**src/rtl/spi_cmd_pkg.sv**
```systemverilog
// Shared constants and types for the SPI command-word register slave.
// Assumes the command layout key | direction | address, MSB first.
package spi_cmd_pkg;
    localparam int KEY_W = 5;
    localparam logic [KEY_W-1:0] CMD_KEY = 5'b11100;

    typedef enum logic [1:0] {
        PH_CMD    = 2'd0,
        PH_READ   = 2'd1,
        PH_WRITE  = 2'd2,
        PH_IGNORE = 2'd3
    } phase_t;
endpackage

```
**src/rtl/spi_cmd_frontend.sv**
```systemverilog
// Synchronizes CS, SCLK and SDI into the system clock domain and produces
// single-cycle SCLK edge flags. Edges are suppressed while CS is high.
// Assumes SCLK is much slower than clk (half period >= 4 clk).
module spi_cmd_frontend #(
    parameter int STAGES = 2
) (
    input  logic clk,
    input  logic rst_n,
    input  logic cs_n_i,
    input  logic sclk_i,
    input  logic sdi_i,
    output logic cs_off_o,
    output logic sdi_o,
    output logic rise_o,
    output logic fall_o
);
    localparam int NSIG = 3;
    localparam logic [NSIG-1:0] RST_V = 3'b100;

    logic [NSIG-1:0] raw;
    logic [NSIG-1:0] synced;
    logic            sclk_q;

    assign raw = {cs_n_i, sclk_i, sdi_i};

    for (genvar g = 0; g < NSIG; g++) begin : g_sync
        logic [STAGES-1:0] chain;
        // Shift one pin through its synchronizer chain.
        always_ff @(posedge clk) begin
            if (!rst_n) chain <= {STAGES{RST_V[g]}};
            else        chain <= {chain[STAGES-2:0], raw[g]};
        end
        assign synced[g] = chain[STAGES-1];
    end

    // Remember the previous synchronized SCLK level for edge detection.
    always_ff @(posedge clk) begin
        if (!rst_n) sclk_q <= 1'b0;
        else        sclk_q <= synced[1];
    end

    assign cs_off_o = synced[2];
    assign sdi_o    = synced[0];
    assign rise_o   = synced[1] & ~sclk_q & ~synced[2];
    assign fall_o   = ~synced[1] & sclk_q & ~synced[2];
endmodule

```
**src/rtl/spi_cmd_ctrl.sv**
```systemverilog
// Shifts SDI in on rising SCLK edges, decodes the command word and issues
// register read/write strobes with an auto-incrementing address.
// Assumes edges arrive as single-cycle flags from the front end.
module spi_cmd_ctrl import spi_cmd_pkg::*; #(
    parameter int ADDR_W = 10,
    parameter int DATA_W = 16
) (
    input  logic              clk,
    input  logic              rst_n,
    input  logic              cs_off_i,
    input  logic              sdi_i,
    input  logic              rise_i,
    output phase_t            phase_o,
    output logic              load_o,
    output logic [ADDR_W-1:0] reg_addr_o,
    output logic              reg_rd_o,
    output logic              reg_wr_o,
    output logic [DATA_W-1:0] reg_wdata_o
);
    localparam int CMD_W = KEY_W + 1 + ADDR_W;
    localparam int SH_W  = (CMD_W > DATA_W) ? CMD_W : DATA_W;
    localparam int CNT_W = $clog2(SH_W) + 1;

    phase_t            phase_q;
    logic [SH_W-1:0]   sh_q;
    logic [SH_W-1:0]   sh_nxt;
    logic [CNT_W-1:0]  cnt_q;
    logic [CNT_W-1:0]  last_c;
    logic [ADDR_W-1:0] ptr_q;
    logic [KEY_W-1:0]  key_c;
    logic              dir_c;
    logic [ADDR_W-1:0] adr_c;

    // Next shift-register value and fields of a just-completed command.
    always_comb begin
        sh_nxt = {sh_q[SH_W-2:0], sdi_i};
        key_c  = sh_nxt[CMD_W-1 -: KEY_W];
        dir_c  = sh_nxt[ADDR_W];
        adr_c  = sh_nxt[ADDR_W-1:0];
        last_c = (phase_q == PH_CMD) ? CNT_W'(CMD_W - 1) : CNT_W'(DATA_W - 1);
    end

    // Bit counting, phase sequencing and register strobes.
    always_ff @(posedge clk) begin
        if (!rst_n || cs_off_i) begin
            phase_q     <= PH_CMD;
            sh_q        <= '0;
            cnt_q       <= '0;
            ptr_q       <= '0;
            load_o      <= 1'b0;
            reg_rd_o    <= 1'b0;
            reg_wr_o    <= 1'b0;
            if (!rst_n) begin
                reg_addr_o  <= '0;
                reg_wdata_o <= '0;
            end
        end else begin
            reg_rd_o <= 1'b0;
            reg_wr_o <= 1'b0;
            load_o   <= reg_rd_o;
            if (rise_i) begin
                sh_q <= sh_nxt;
                if (cnt_q == last_c) begin
                    cnt_q <= '0;
                    unique case (phase_q)
                        PH_CMD: begin
                            if (key_c != CMD_KEY) begin
                                phase_q <= PH_IGNORE;
                            end else if (dir_c) begin
                                phase_q    <= PH_READ;
                                reg_rd_o   <= 1'b1;
                                reg_addr_o <= adr_c;
                                ptr_q      <= adr_c + 1'b1;
                            end else begin
                                phase_q <= PH_WRITE;
                                ptr_q   <= adr_c;
                            end
                        end
                        PH_READ: begin
                            reg_rd_o   <= 1'b1;
                            reg_addr_o <= ptr_q;
                            ptr_q      <= ptr_q + 1'b1;
                        end
                        PH_WRITE: begin
                            reg_wr_o    <= 1'b1;
                            reg_addr_o  <= ptr_q;
                            reg_wdata_o <= sh_nxt[DATA_W-1:0];
                            ptr_q       <= ptr_q + 1'b1;
                        end
                        default: ;
                    endcase
                end else begin
                    cnt_q <= cnt_q + 1'b1;
                end
            end
        end
    end

    assign phase_o = phase_q;
endmodule

```
**src/rtl/spi_cmd_sdo.sv**
```systemverilog
// Holds the readback word and shifts it out MSB first on falling SCLK
// edges during a read; owns the SDO output enable.
// Assumes a load never coincides with a falling edge (SCLK timing).
module spi_cmd_sdo import spi_cmd_pkg::*; #(
    parameter int DATA_W = 16
) (
    input  logic              clk,
    input  logic              rst_n,
    input  logic              cs_off_i,
    input  logic              fall_i,
    input  phase_t            phase_i,
    input  logic              load_i,
    input  logic [DATA_W-1:0] rdata_i,
    output logic              sdo_o,
    output logic              oe_o
);
    logic [DATA_W-1:0] word_q;

    // Capture read data, then present one bit per falling edge.
    always_ff @(posedge clk) begin
        if (!rst_n || cs_off_i) begin
            word_q <= '0;
            sdo_o  <= 1'b0;
            oe_o   <= 1'b0;
        end else if (load_i) begin
            word_q <= rdata_i;
        end else if (fall_i && phase_i == PH_READ) begin
            sdo_o  <= word_q[DATA_W-1];
            word_q <= {word_q[DATA_W-2:0], 1'b0};
            oe_o   <= 1'b1;
        end
    end
endmodule

```
**src/rtl/spi_cmd_regport.sv**
```systemverilog
// Top of the SPI command-word register access slave: front end, command
// controller and SDO shifter. Register bank returns read data one clk
// after the read strobe.
module spi_cmd_regport import spi_cmd_pkg::*; #(
    parameter int ADDR_W      = 10,
    parameter int DATA_W      = 16,
    parameter int SYNC_STAGES = 2
) (
    input  logic              clk,
    input  logic              rst_n,
    input  logic              cs_n_i,
    input  logic              sclk_i,
    input  logic              sdi_i,
    output logic              sdo_o,
    output logic              sdo_oe_o,
    output logic [ADDR_W-1:0] reg_addr_o,
    output logic              reg_rd_o,
    input  logic [DATA_W-1:0] reg_rdata_i,
    output logic              reg_wr_o,
    output logic [DATA_W-1:0] reg_wdata_o
);
    logic   cs_off;
    logic   sdi_s;
    logic   rise;
    logic   fall;
    logic   load;
    phase_t phase;

    spi_cmd_frontend #(.STAGES(SYNC_STAGES)) u_fe (
        .clk(clk), .rst_n(rst_n), .cs_n_i(cs_n_i), .sclk_i(sclk_i),
        .sdi_i(sdi_i), .cs_off_o(cs_off), .sdi_o(sdi_s),
        .rise_o(rise), .fall_o(fall)
    );

    spi_cmd_ctrl #(.ADDR_W(ADDR_W), .DATA_W(DATA_W)) u_ctrl (
        .clk(clk), .rst_n(rst_n), .cs_off_i(cs_off), .sdi_i(sdi_s),
        .rise_i(rise), .phase_o(phase), .load_o(load),
        .reg_addr_o(reg_addr_o), .reg_rd_o(reg_rd_o),
        .reg_wr_o(reg_wr_o), .reg_wdata_o(reg_wdata_o)
    );

    spi_cmd_sdo #(.DATA_W(DATA_W)) u_sdo (
        .clk(clk), .rst_n(rst_n), .cs_off_i(cs_off), .fall_i(fall),
        .phase_i(phase), .load_i(load), .rdata_i(reg_rdata_i),
        .sdo_o(sdo_o), .oe_o(sdo_oe_o)
    );
endmodule

```
**config.mk**
```make
export PLATFORM = sky130hd
export DESIGN_NAME = spi_cmd_regport
export DESIGN_NICKNAME = d
export VERILOG_FILES = /design/src/rtl/spi_cmd_pkg.sv /design/src/rtl/spi_cmd_frontend.sv /design/src/rtl/spi_cmd_ctrl.sv /design/src/rtl/spi_cmd_sdo.sv /design/src/rtl/spi_cmd_regport.sv
export SDC_FILE = /design/constraint.sdc
export NUM_CORES = 1
export LEC_CHECK = 0
export BUFFER_PORTS_ARGS = -buffer_cell sky130_fd_sc_hd__buf_2
export CELL_PAD_IN_SITES_DETAIL_PLACEMENT = 1
export CELL_PAD_IN_SITES_GLOBAL_PLACEMENT = 1
export CORE_MARGIN = 4
export CORE_UTILIZATION = 40
export CTS_CLUSTER_DIAMETER = 100
export DETAILED_ROUTE_END_ITERATION = 10
export GPL_ROUTABILITY_DRIVEN = 0
export GPL_TIMING_DRIVEN = 0
export PLACE_DENSITY_LB_ADDON = 0.2
export SYNTH_ARGS = -nofsm -noshare
export SYNTH_HDL_FRONTEND = slang
export SYNTH_SLANG_ARGS = --single-unit
```
**constraint.sdc**
```tcl
create_clock -name clk -period 3.88 [get_ports clk]
set_clock_uncertainty 0.2 [all_clocks]
set_input_delay 0.194 -clock clk [delete_from_list [all_inputs] [get_ports clk]]
set_output_delay 0.194 -clock clk [all_outputs]
set_load 0.02 [all_outputs]
```
Word-level counts from Yosys, hierarchy flattened
Index checks and enable logic that the tools add are counted.

Bitwise logic cells: 10. Reductions and logical operators: 17. $add $sub $neg: 3. Equal/unequal tests: 8. Multiplexer cells: 24.

Operators by type and width (number): $mux 16 (7); $mux 10 (8); $pmux 10 s2 (2); $add 10x1->10 const B (2); $reduce_bool 2->1 (5); $reduce_and 4->1 (2); $not 1->1 (6); $reduce_and 6->1 (1); $add 5x1->5 const B (1); $eq 5x4->1 const B (1); $mux 5 (1); $ne 5x5->1 const B (1); $and 1x1->1 (4); $mux 2 (2); $ne 2x2->1 const B (2); $mux 1 (3); $ne 3x2->1 const B (1); $ne 3x3->1 const B (1); $reduce_and 3->1 (1); $reduce_bool 3->1 (1); $reduce_or 3->1 (1); $eq 2x1->1 const B (1); $eq 2x2->1 const B (1); $logic_not 2->1 (1); 6 further kinds (6).

Output and inout bits: 30. Bits in registers: 86. Input bits: 21. Word-level logic and storage cells: 78.

Depth between registers and ports, before layout
Depth after elaboration: 6. Depth in mapped cells: 9.

Hierarchy
A second synthesis with hierarchy kept.

Cells, all modules: 388. Area, all modules: 3958.8 um2.

Modules (own cells, without submodules): spi_cmd_ctrl (sequential area each 1481.4 um2, area each 2837.7 um2, times used 1, cells each 274); spi_cmd_sdo (sequential area each 360.3 um2, area each 912.1 um2, times used 1, cells each 98); spi_cmd_frontend (sequential area each 140.1 um2, area each 209.0 um2, times used 1, cells each 16).

Least setup slack after synthesis
OpenSTA, ideal clock, no wires.

Kind: reg2reg. From: reg u_ctrl.phase_q[0] (netlist: u_ctrl.phase_o[0]). To: reg u_ctrl.reg_addr_o[9] (data pin). Setup time: 266 ps. Setup slack: 1839 ps. Cell stages (with the launch flop): 7. Required time: 3414 ps. Data arrival time: 1575 ps. Path through: dfxtp_1 > inv_1 > ha_1 > clkbuf_1 > clkbuf_1 > mux2i_1 > nor2_1.

Word-level cells in the longest chain between the ends: 6. Elaborated cells between the ends (all ways): 8. Classes of those cells: eq/ne: 2; mux: 4; reduce/logical: 2.

RTL lines: start: declaration (RTL line spi_cmd_ctrl.sv:24) `phase_t phase_q;`; start signal: assignment (RTL line spi_cmd_ctrl.sv:46) `phase_q <= PH_CMD;`; start signal: assignment (RTL line spi_cmd_ctrl.sv:68) `phase_q <= PH_IGNORE;`; start signal: assignment (RTL line spi_cmd_ctrl.sv:70) `phase_q <= PH_READ;`; $eq 2x1->1 / $eq 2x2->1 (equally long branches) (RTL line spi_cmd_ctrl.sv:65) `unique case (phase_q)`; $reduce_or 2->1 (no source line); $pmux 10 s2 * (RTL line spi_cmd_ctrl.sv:65); $mux 10 * (RTL line spi_cmd_ctrl.sv:63) `if (cnt_q == last_c) begin`; $mux 10 * (RTL line spi_cmd_ctrl.sv:61) `if (rise_i) begin`; $mux 10 * (RTL line spi_cmd_ctrl.sv:45) `if (!rst_n || cs_off_i) begin`; end signal: assignment (RTL line spi_cmd_ctrl.sv:72) `reg_addr_o <= adr_c;`; end signal: assignment (RTL line spi_cmd_ctrl.sv:81) `reg_addr_o <= ptr_q;`; end signal: assignment (RTL line spi_cmd_ctrl.sv:86) `reg_addr_o <= ptr_q;`; end: declaration (RTL line spi_cmd_ctrl.sv:15) `output logic [ADDR_W-1:0] reg_addr_o,`.

Mark *: on every way between the ends. The rest lies on a longest branch, timed or not. The select of a mux whose other input is x is not followed. A chain may end at the register's enable or synchronous reset.

Worst setup path after layout
From: reg u_ctrl.phase_q[0] (netlist: u_ctrl.phase_o[0]). To: reg u_ctrl.ptr_q[3].

Word-level cells in the longest chain between the ends: 4. Elaborated cells between the ends (all ways): 8. Classes of those cells: eq/ne: 3; mux: 1; reduce/logical: 4.

RTL lines: $eq 2x1->1 / $eq 2x2->1 (equally long branches) (RTL line spi_cmd_ctrl.sv:65); $reduce_or 2->1 (no source line); $reduce_bool 2->1 (no source line); $reduce_and 4->1 (no source line); end signal: assignment (RTL line spi_cmd_ctrl.sv:73) `ptr_q <= adr_c + 1'b1;`; end signal: assignment (RTL line spi_cmd_ctrl.sv:76) `ptr_q <= adr_c;`; end signal: assignment (RTL line spi_cmd_ctrl.sv:82) `ptr_q <= ptr_q + 1'b1;`; end: declaration (RTL line spi_cmd_ctrl.sv:29) `logic [ADDR_W-1:0] ptr_q;`.

Several ways; a longest one is shown, not always the timed one.

==> flow_summary.yaml <==
sta:
  hold_slack_ns: 0.132
  timing.final.crit_share_pct: 65.6
  setup_ws_ns: 1.33
  hold_violations: 0
  fin_tns_setup_ns: 0
  final_max_slew_viol_count: 0
  max_freq_mhz: 393
  min_period_ns: 2.55
  worst_slew_pin_slew_ns: 0.742
  setup_viol: 0
  rsz0062_at_grt: "no"
  slew_headroom_pct: 50.5
logic_synthesis:
  synth_edf_count: 26
  synthArstFlopShare_pct: 0
  yosysWarnings: 0
  syn-instance-count: 411
  yosysUniqueCellTypes: 48
  yosysSeqAreaShare_pct: 52.1
  ys_seq_elements: 86
  postSynthAreaPerCell_sq_um: 9.26
  syn_nets: 439
  syn_area_sq_um: 3810
  ys.flop_type: "dfxtp_1"
flow_run:
  max_cap_viol_count: 0
worst_setup_path:
  worstSetupStartpointType: "flip-flop"
  end_kind: "flip-flop"
  ff2ff_path_depth: 8
  worstPathMaxFanout: 8
  cp_data_arrival_time_ns: 2.64
  crit_type: "reg -> reg"
  worstPathRequired_ns: 3.98
  crit_start: "u_ctrl.phase_o[0]"
  r2r_start: "u_ctrl.phase_o[0]"
routing:
  vias: 3128
  top_layer: "met4"
  final_antenna_net_count: 0
  wl_per_cell_um: 15.6
  drt_wl_total_mm: 9.74
  first_pass_iters: 4
  wl_met3_um: 334
  drtIter0Drc: 94
  drc: 0
  met2_length_mm: 4.62
  met1_length_mm: 4.66
  drt-vias-per-instance: 5.00
worst_hold_path:
  hold_depth: 3
  hold_class: "in -> reg"
  worstHoldStart: "rst_n"
clock_tree:
  path_clk_slew_ns: 0.09
  clockBufferDepth: 2
  post_cts_buffers: 0
  clk_latency_ns: 0.36
  clock-sinks: 86
  post_cts_resized: 0
  root_buffer: "clkbuf_8"
  cts_tree: "built"
  htreeDepth: 3
  numCtsBuffers: 9
global_routing:
  grt_antenna_before_repair: 0
  grt_pass1_vias: 3228
  grt_usage_pct: 18.1
  grt_pass1_wl_mm: 16.2
  grt_overflow: 0
  grt_max_degree: 17
cells_and_area:
  regArea_sq_um: 1980
  fillCellCount: 1113
  insertedDiodeCount: 0
  final_nets: 519
  area.growth.synth_to_final_pct: 21.0
  fin_util_pct: 49.9
  drive_gt1_share_pct: 15.9
  multiInputGateArea_sq_um: 1630
power:
  powerDensity_nw_per_um2: 361
  peakVddDrop_v: 0.000210
  p_leak_nw: 1.86
  power_mw: 1.66
status:
  status: "finished, final reports clean"
floorplanning:
  die_h_um: 106
  ioPinCount: 51
  fp-row-count: 35
  dieArea_sq_um: 11100
  floorplan.initialDensity_pct: 41.2
  dieWidth_um: 106
  core_area_sq_um: 9240
placement:
  port_buffers: 50
  pre_cts_slack_ns: 1.34
  dp_hpwl_mm: 6.92
cells in the mapped netlist, types with 2 or more instances:
| master | n | share of area (%) |
|---|---|---|
| a211oi_1 | 3 | 0.59 |
| a21oi_1 | 38 | 5.0 |
| a32o_1 | 3 | 0.79 |
| a41oi_1 | 2 | 0.46 |
| and2_1 | 8 | 1.3 |
| and3_1 | 5 | 0.82 |
| buf_1 | 2 | 0.20 |
| buf_2 | 2 | 0.26 |
| buf_4 | 2 | 0.39 |
| clkbuf_1 | 17 | 1.7 |
| dfxtp_1 | 60 | 32 |
| edfxtp_1 | 26 | 21 |
| ha_1 | 7 | 2.3 |
| inv_1 | 20 | 2.0 |
| mux2i_1 | 26 | 6.8 |
| nand2_1 | 52 | 5.1 |
| nand2b_1 | 6 | 0.99 |
| nand3_1 | 10 | 1.3 |
| nand4_1 | 4 | 0.66 |
| nor2_1 | 66 | 6.5 |
| nor3_1 | 2 | 0.26 |
| nor3b_1 | 2 | 0.39 |
| o211ai_1 | 2 | 0.39 |
| o21ai_0 | 10 | 1.3 |
| o22ai_1 | 3 | 0.49 |
| o2bb2ai_1 | 3 | 0.69 |
| o32ai_1 | 2 | 0.46 |
| xnor2_1 | 3 | 0.69 |
| xor2_1 | 6 | 1.4 |
power by group:
| group | switching, mW | internal, mW |
|---|---|---|
| combinational | 0.0401 | 0.0320 |
| sequential | 0.00650 | 0.937 |
| clock | 0.346 | 0.300 |
worst paths after layout:
path / end / slack, ns
min: u_fe.g_sync[2].chain[0] / 0.13
max: u_ctrl.ptr_q[3] / 1.33
min reg2reg: u_fe.g_sync[2].chain[1] / 0.23
max reg2reg: u_ctrl.ptr_q[3] / 1.33
registers in the layout, indices dropped and copies added, names as in the netlist:
name                count
u_ctrl.reg_wdata_o     16
u_sdo.word_q           16
u_ctrl.sh_q            15
u_ctrl.ptr_q           10
u_ctrl.reg_addr_o      10
u_fe.g_sync.chain       6
u_ctrl.cnt_q            5
u_ctrl.phase_o          2
u_ctrl.load_o           1
u_ctrl.reg_rd_o         1
u_ctrl.reg_wr_o         1
u_fe.sclk_q             1
u_sdo.oe_o              1
u_sdo.sdo_o             1
critical path, stage by stage (launching register included):
cell and delay (ns):
dfxtp_1 0.37, inv_1 0.09, ha_1 0.28, clkbuf_1 0.31, inv_1 0.24, o2bb2ai_1 0.22
nand2_1 0.20, nor2_1 0.38, a32o_1 0.20
stage by stage:
| step | instance area [sq um] | instances |
|---|---|---|
| after floorplan | 3810 | 411 |
| after global placement | 4220 | 590 |
| after detailed placement | 4220 | 590 |
| after CTS | 4610 | 625 |
| after global routing | 4610 | 625 |
| final | 4610 | 625 |
routing by layer:
metal	up-vias	global-route usage (%)
li1	1561	-
met1	1494	24.0
met2	63	30.2
met3	10	3.74
met4	0	4.44
met5	-	0
area by class of cell:
type | count | share of cell area [%]
buffer | 25 | 2.66
sequential | 86 | 43.0
timing repair buffer | 69 | 9.56
inverter | 20 | 1.63
clock inverter | 7 | 1.60
clock buffer | 9 | 2.69
multi-input combinational | 280 | 35.3
tap | 129 | 3.50
cell families (layout without fill, tap and decap cells):
group / after synthesis / count (layout) / share of synthesized area, %
AO/OA/AOI/OAI: 73 / 73 / 11.7
XOR/XNOR: 9 / 9 / 2.07
adder cells (fa/ha/maj): 7 / 7 / 2.30
buffers and inverters: 45 / 130 / 5.19
flip-flops: 86 / 86 / 52.1
multiplexers: 26 / 26 / 6.84
AND/OR/NAND/NOR: 165 / 165 / 19.9
cell usage in the layout (no fill, tap or decap), types with 4 or more instances in the layout:
cell	n
a21oi_1	38
and2_1	8
and3_1	5
buf_2	52
clkbuf_1	17
clkbuf_8	9
dfxtp_1	60
dlygate4sd3_1	19
edfxtp_1	26
ha_1	7
inv_1	20
mux2i_1	26
nand2_1	52
nand2b_1	6
nand3_1	10
nand4_1	4
nor2_1	66
o21ai_0	10
xor2_1	6
timing repair:
action	4_1_cts	5_1_grt
endpoints found under the setup margin	0	0
hold endpoints to repair	19	0
hold buffers	19	0
Note: power is estimated with default switching activity, not from simulation.
